## config.mk

```make
export PLATFORM = sky130hd
export DESIGN_NAME = pd_wake_seq
export DESIGN_NICKNAME = d
export VERILOG_FILES = /design/src/rtl/pd_wake_pkg.sv /design/src/rtl/pd_ctrl_regs.sv /design/src/rtl/pd_fsm.sv /design/src/rtl/pd_wake_seq.sv
export SDC_FILE = /design/constraint.sdc
export NUM_CORES = 1
export LEC_CHECK = 0
export BUFFER_PORTS_ARGS = -buffer_cell sky130_fd_sc_hd__buf_4
export CAP_MARGIN = 10
export CORE_AREA = 3 3 68 70
export DETAILED_ROUTE_END_ITERATION = 7
export DIE_AREA = 0 0 71 73
export PLACE_DENSITY_LB_ADDON = 0.3
export SLEW_MARGIN = 15
export SYNTH_ARGS = -nofsm -noshare
export SYNTH_HDL_FRONTEND = slang
export SYNTH_SLANG_ARGS = --single-unit
```

## constraint.sdc

```tcl
create_clock -name clk -period 2.48 [get_ports clk]
set_input_delay 0.496 -clock clk [delete_from_list [all_inputs] [get_ports clk]]
set_output_delay 0.496 -clock clk [all_outputs]
set_load 0.03 [all_outputs]
```

## src/rtl/pd_wake_pkg.sv

```systemverilog
package pd_wake_pkg;
   typedef enum logic [1:0] {
      ST_RUN    = 2'd0,
      ST_ARMED  = 2'd1,
      ST_DOWN   = 2'd2,
      ST_SETTLE = 2'd3
   } pd_state_e;

   // bit 0 is the last member
   typedef struct packed {
      logic flag;
      logic arm;
      logic irq_en;
      logic dly_en;
      logic pll_off;
      logic slow_rc_en;
      logic slow_xt_en;
      logic fast_rc_en;
      logic fast_xt_en;
   } pd_ctrl_t;

   localparam int CTRL_W = $bits(pd_ctrl_t);
   localparam logic [CTRL_W-1:0] CTRL_RESET = 9'h012;

   localparam logic [1:0] SRC_FAST_XT = 2'd0;
   localparam logic [1:0] SRC_FAST_RC = 2'd1;
endpackage

```

## src/rtl/pd_ctrl_regs.sv

```systemverilog
module pd_ctrl_regs
   import pd_wake_pkg::*;
#(
   parameter int DATA_W = 16
) (
   input  logic              clk,
   input  logic              rst_n,
   input  logic              wr_en,
   input  logic [DATA_W-1:0] wr_data,
   input  logic              reg_unlock,
   input  logic              wake_hit,
   output pd_ctrl_t          ctrl_q
);
   pd_ctrl_t ctrl_d;

   always_comb begin
      ctrl_d = ctrl_q;
      if (wr_en && reg_unlock)
         ctrl_d = pd_ctrl_t'({ctrl_q.flag, wr_data[CTRL_W-2:0]});
      if (wr_en && wr_data[CTRL_W-1])
         ctrl_d.flag = 1'b0;
      if (wake_hit) begin
         ctrl_d.flag = 1'b1;
         ctrl_d.arm  = 1'b0;
      end
   end

   always_ff @(posedge clk or negedge rst_n) begin
      if (!rst_n) ctrl_q <= pd_ctrl_t'(CTRL_RESET);
      else        ctrl_q <= ctrl_d;
   end

   assert_wake_clears_arm_R2: assert property (@(posedge clk) disable iff (!rst_n)
      wake_hit |=> (!ctrl_q.arm && ctrl_q.flag));

   assert_flag_set_wins_R7: assert property (@(posedge clk) disable iff (!rst_n)
      (wake_hit && wr_en && wr_data[CTRL_W-1]) |=> ctrl_q.flag);

   assert_locked_write_ignored_R9: assert property (@(posedge clk) disable iff (!rst_n)
      (wr_en && !reg_unlock) |=> $stable(ctrl_q[CTRL_W-3:0]));
endmodule

```

## src/rtl/pd_fsm.sv

```systemverilog
module pd_fsm
   import pd_wake_pkg::*;
#(
   parameter int EXT_SETTLE = 4096,
   parameter int RC_SETTLE  = 256
) (
   input  logic      clk,
   input  logic      rst_n,
   input  logic      arm,
   input  logic      dly_en,
   input  logic      cpu_sleep,
   input  logic      wake_evt,
   input  logic [1:0] sel_src,
   output pd_state_e state_q,
   output logic      wake_hit
);
   localparam int MAX_SETTLE = (EXT_SETTLE > RC_SETTLE) ? EXT_SETTLE : RC_SETTLE;
   localparam int CNT_W      = (MAX_SETTLE > 2) ? $clog2(MAX_SETTLE) : 1;
   localparam logic [CNT_W-1:0] XT_LOAD = CNT_W'(EXT_SETTLE - 1);
   localparam logic [CNT_W-1:0] RC_LOAD = CNT_W'(RC_SETTLE - 1);

   pd_state_e        state_d;
   logic [CNT_W-1:0] cnt_q, cnt_d;
   logic             need_settle;

   assign wake_hit    = (state_q == ST_DOWN) && wake_evt;
   assign need_settle = dly_en && ((sel_src == SRC_FAST_XT) || (sel_src == SRC_FAST_RC));

   always_comb begin
      state_d = state_q;
      cnt_d   = cnt_q;
      unique case (state_q)
         ST_RUN:    if (arm) state_d = ST_ARMED;
         ST_ARMED: begin
            if (!arm)           state_d = ST_RUN;
            else if (cpu_sleep) state_d = ST_DOWN;
         end
         ST_DOWN: begin
            if (wake_evt) begin
               if (need_settle) begin
                  state_d = ST_SETTLE;
                  cnt_d   = (sel_src == SRC_FAST_XT) ? XT_LOAD : RC_LOAD;
               end else begin
                  state_d = ST_RUN;
               end
            end
         end
         ST_SETTLE: begin
            if (cnt_q == '0) state_d = ST_RUN;
            else             cnt_d   = cnt_q - 1'b1;
         end
         default: state_d = ST_RUN;
      endcase
   end

   always_ff @(posedge clk or negedge rst_n) begin
      if (!rst_n) begin
         state_q <= ST_RUN;
         cnt_q   <= '0;
      end else begin
         state_q <= state_d;
         cnt_q   <= cnt_d;
      end
   end

   assert_no_down_while_awake_R1: assert property (@(posedge clk) disable iff (!rst_n)
      (state_q == ST_ARMED && !cpu_sleep) |=> (state_q != ST_DOWN));

   assert_settle_bound_R5: assert property (@(posedge clk) disable iff (!rst_n)
      (state_q == ST_SETTLE) |-> (int'(cnt_q) < MAX_SETTLE));

   assert_armed_ignores_wake_R10: assert property (@(posedge clk) disable iff (!rst_n)
      (state_q == ST_ARMED && arm && !cpu_sleep) |=> (state_q != ST_DOWN && state_q != ST_SETTLE));
endmodule

```

## src/rtl/pd_wake_seq.sv

```systemverilog
module pd_wake_seq
   import pd_wake_pkg::*;
#(
   parameter int DATA_W     = 16,
   parameter int EXT_SETTLE = 4096,
   parameter int RC_SETTLE  = 256,
   parameter int N_FAST     = 2
) (
   input  logic              clk,
   input  logic              rst_n,
   input  logic              cpu_sleep,
   input  logic              wake_evt,
   input  logic [1:0]        sel_src,
   input  logic              reg_unlock,
   input  logic              wr_en,
   input  logic [DATA_W-1:0] wr_data,
   output logic [DATA_W-1:0] rd_data,
   output logic [1:0]        osc_fast_en,
   output logic [1:0]        osc_slow_en,
   output logic              pll_pd,
   output logic              clk_en,
   output logic              wake_irq
);
   if (DATA_W < CTRL_W) begin : g_bad_width
      $error("DATA_W must hold the control register");
   end
   if (EXT_SETTLE < 1 || RC_SETTLE < 1) begin : g_bad_settle
      $error("settle counts must be at least 1");
   end
   if (N_FAST != 2) begin : g_bad_fast
      $error("exactly two fast oscillators are sequenced");
   end

   pd_ctrl_t  ctrl;
   pd_state_e state;
   logic      wake_hit;
   logic      in_down;
   logic [N_FAST-1:0] fast_sw;

   pd_ctrl_regs #(.DATA_W(DATA_W)) u_regs (
      .clk(clk), .rst_n(rst_n), .wr_en(wr_en), .wr_data(wr_data),
      .reg_unlock(reg_unlock), .wake_hit(wake_hit), .ctrl_q(ctrl)
   );

   pd_fsm #(.EXT_SETTLE(EXT_SETTLE), .RC_SETTLE(RC_SETTLE)) u_fsm (
      .clk(clk), .rst_n(rst_n), .arm(ctrl.arm), .dly_en(ctrl.dly_en),
      .cpu_sleep(cpu_sleep), .wake_evt(wake_evt), .sel_src(sel_src),
      .state_q(state), .wake_hit(wake_hit)
   );

   assign in_down = (state == ST_DOWN);
   assign fast_sw = {ctrl.fast_rc_en, ctrl.fast_xt_en};

   for (genvar g = 0; g < N_FAST; g++) begin : g_fast_gate
      assign osc_fast_en[g] = fast_sw[g] && !in_down;
   end

   assign osc_slow_en = {ctrl.slow_rc_en, ctrl.slow_xt_en};
   assign pll_pd      = ctrl.pll_off || in_down;
   assign clk_en      = (state == ST_RUN) || (state == ST_ARMED);
   assign wake_irq    = ctrl.flag && ctrl.irq_en;
   assign rd_data     = DATA_W'(ctrl);

   assert_fast_off_down_R3: assert property (@(posedge clk) disable iff (!rst_n)
      in_down |-> (osc_fast_en == 2'b00 && osc_slow_en == rd_data[3:2]));

   assert_pll_clk_down_R4: assert property (@(posedge clk) disable iff (!rst_n)
      in_down |-> (pll_pd && !clk_en));

   assert_irq_needs_flag_R8: assert property (@(posedge clk) disable iff (!rst_n)
      wake_irq |-> (rd_data[8] && rd_data[6]));

   assert_clk_back_no_delay_R6: assert property (@(posedge clk) disable iff (!rst_n)
      (wake_hit && !rd_data[5]) |=> clk_en);
endmodule

```

==> results.py <==
metrics = {
    "synthesis": {
        "synth-edff-count": 0,
        "synth-seq-area-share_pct": 44.4,
        "synth_cell_types": 38,
        "synth_warnings": 0,
        "yosys.area.top_type": "dfrtp_1",
        "synth.ff_latch_count": 23,
        "syn_area_mm2": 0.00130,
        "synth.most_common_cell": "dfrtp_1",
        "yosysTopAreaCellShare_pct": 40.3,
        "syn_avg_cell_area_um2": 10.2,
        "synthCells": 128,
        "synth_common_cells": "dfrtp_1, buf_4, nand2_1, nor2_1, mux2_2",
        "ys_async_sr_fraction_pct": 100,
        "ys.flop_type": "dfrtp_1",
        "synth.area.top_cells": "dfrtp_1, buf_4, mux2_2",
    },
    "layout": {
        "fillers": 407,
        "drive_gt1_share_pct": 32.5,
        "multi_input_area_um2": 634,
        "area_delta_synth_final_pct": 21.5,
        "fin_nets": 184,
        "instances_no_fill": 207,
        "antennaDiodeCount": 0,
        "seqCellArea_um2": 578,
    },
    "worst_setup_path": {
        "cp.required_ns": 2.64,
        "start_kind": "flip-flop",
        "regToRegSetupSlack_ns": 0.47,
        "crit_end": "u_fsm.cnt_q[8]",
        "cp-end-kind": "flip-flop",
        "worstRegToRegCells": 4,
        "critical_path.startpoint": "u_fsm.cnt_q[8]",
        "rr_endpoint": "u_fsm.cnt_q[8]",
        "critPathArrivalTime_ns": 2.16,
        "rr_startpoint": "u_fsm.cnt_q[8]",
        "crit_chain": "nor4_4 -> a41oi_2 -> or2_4 -> a22o_1",
        "path_max_fanout": 13,
        "max_stage_delay_ns": 0.48,
        "critPathKind": "reg2reg",
        "crit_slowest_cell": "dfrtp_1",
    },
    "floorplanning": {
        "initial_core_util_pct": 32.3,
        "core-area_mm2": 0.00403,
        "die_w_um": 71,
        "die_y_um": 73,
        "io_pins": 47,
        "dieArea_mm2": 0.00518,
        "num_rows": 23,
    },
    "clock_network": {
        "cts_buffers": 3,
        "cts_sinks": 23,
        "clock-root-buffer": "clkbuf_8",
        "cts_hold_buf": 0,
        "cts_tree": "built",
        "cts_buffer_depth": 2,
        "cts-resized-gates": 0,
        "worstSkewPairLatency_ns": 0.26,
        "post-cts-setup-buffer-count": 0,
        "htree_levels": 1,
        "clk_pin_slew_ns": 0.08,
    },
    "sta": {
        "post-route-period-util_pct": 80.9,
        "grt_setup_unrepaired": "no",
        "hold_violations": 0,
        "finClkSkew_ns": 0.00568,
        "tightest_slew_ns": 0.620,
        "max_freq_mhz": 499,
        "slew_headroom_pct": 58.7,
        "fin_crit_ns": 2.01,
        "setup_viol": 0,
        "setup_tns_ns": 0,
        "slew_violations": 0,
    },
    "grt": {
        "grt_overflow": 0,
        "grt_pass1_wl_mm": 4.62,
        "antenna_found_initial": 0,
        "grt_max_degree": 24,
        "track_usage_pct": 11.0,
        "grt_pass1_vias": 1032,
    },
    "pwr": {
        "power_switching_share_pct": 39.6,
        "peakVddDrop_v": 0.000329,
        "internal-power_mw": 0.826,
        "pwr-share-clk_pct": 16.8,
        "p_per_area_mw_per_mm2": 864,
        "total_power_mw": 1.37,
        "power_frac_comb_pct": 37.8,
        "power_leakage_nw": 0.702,
        "switchingPower_mw": 0.541,
        "seqPwrFrac_pct": 45.4,
    },
    "routing": {
        "wl_per_cell_um": 13.6,
        "drt_first_iter_violations": 17,
        "vias": 1024,
        "drc": 0,
        "routed_wl_mm": 2.83,
        "drt-pass1-iter-count": 6,
        "viasPerCell": 4.95,
        "drtAntennaViolNets": 0,
    },
    "place": {
        "dpl.cell_count": 203,
        "port_buffers": 32,
        "dp_hpwl_mm": 2.15,
        "gp_congestion": 0.766,
    },
    "outcome": {
        "status": "finished clean",
    },
    "min_path": {
        "min_path_type": "in2async",
    },
    "run": {
        "maxCapViolCount": 0,
    },
}
-- layout by cell type (no fill, tap or decap), drive strengths merged, types with 2 or more instances in the layout --
| cell type | Yosys | routed |
|---|---|---|
| a211oi | 2 | 2 |
| a21oi | 4 | 4 |
| a22o | 4 | 4 |
| a31oi | 2 | 2 |
| a41o | 2 | 2 |
| and2 | 3 | 3 |
| buf | 14 | 33 |
| clkbuf | 0 | 4 |
| conb | 1 | 7 |
| dfrtp | 21 | 21 |
| dfstp | 2 | 2 |
| ha | 2 | 2 |
| inv | 4 | 4 |
| mux2 | 7 | 7 |
| mux2i | 3 | 3 |
| nand2 | 10 | 10 |
| nand2b | 3 | 3 |
| nand3 | 5 | 5 |
| nand3b | 2 | 2 |
| nor2 | 10 | 10 |
| nor3 | 5 | 5 |
| nor4 | 2 | 2 |
| o21ai | 5 | 5 |
| o22ai | 3 | 3 |
| o41ai | 2 | 2 |
-- power groups by stage --
stage               Clock (mW)  Sequential [mW]  Combinational (mW)
floorplan                    0            0.639               0.352
global placement             0            0.619               0.507
detailed placement           0            0.627               0.519
CTS                      0.238            0.620               0.521
global route             0.258            0.640               0.562
finish                   0.230            0.621               0.517
-- state kept, by name, summed over array words and instances, names as in the netlist --
name           cells
u_fsm.cnt_q       12
u_regs.ctrl_q      9
u_fsm.state_q      2
-- logic make-up after synthesis --
logic type	share of synthesized area, %
simple gates	20.1
compound gates	16.3
flops	44.4
buf+inv	8.64
mux	8.36
fa+ha+maj	1.92
other cells	0.288
-- critical path, delay by kind of cell, from the launching register on --
family	cells	cell delay [ns]
flip-flops	1	0.48
AO/OA/AOI/OAI	2	0.62
AND/OR/NAND/NOR	2	0.80
-- final cells by class --
type / instances / area share [%]
clock buffers: 4 / 2.85
inverters: 4 / 0.949
multi-input cells: 93 / 40.1
flip-flops and latches: 23 / 36.5
well taps: 50 / 3.95
repair buffers: 33 / 15.7
-- layer usage --
metal / wire length, um / vias up / GRT usage [%] / part of all wire, %
met1: 1240 / 494 / 13.8 / 44
met2: 1480 / 19 / 18.7 / 52
li1: - / 509 / - / -
met3: 87 / 2 / 2.34 / 3.1
met4: 21 / 0 / 3.97 / 0.74
met5: 0 / - / 0 / 0
-- stage by stage --
step / worst slack, ns / util [%] / hold slack [ns] / cell area (um2)
2_1_floorplan: 0.715 / - / 0.200 / 1330
3_3_place_gp: 0.551 / 38.2 / 0.408 / 1540
4_1_cts: 0.483 / 39.3 / 0.127 / 1580
5_1_grt: 0.372 / 39.3 / 0.125 / 1580
3_5_place_dp: 0.505 / 38.2 / 0.410 / 1540
6_report: 0.475 / 39.3 / 0.116 / 1580
-- worst min-delay path by stage --
stage | from | end | slack, ns | cells after the start
5_1_grt | rst_n | u_fsm.cnt_q[9] | 0.12 | 1
2_1_floorplan | rst_n | u_fsm.cnt_q[0] | 0.20 | 0
4_1_cts | rst_n | u_regs.ctrl_q[8] | 0.13 | 1
3_5_place_dp | rst_n | u_regs.ctrl_q[2] | 0.41 | 1
3_3_place_gp | rst_n | u_regs.ctrl_q[0] | 0.41 | 1
6_report | rst_n | u_fsm.cnt_q[3] | 0.12 | 1
Power figures use the tool's default switching activity.
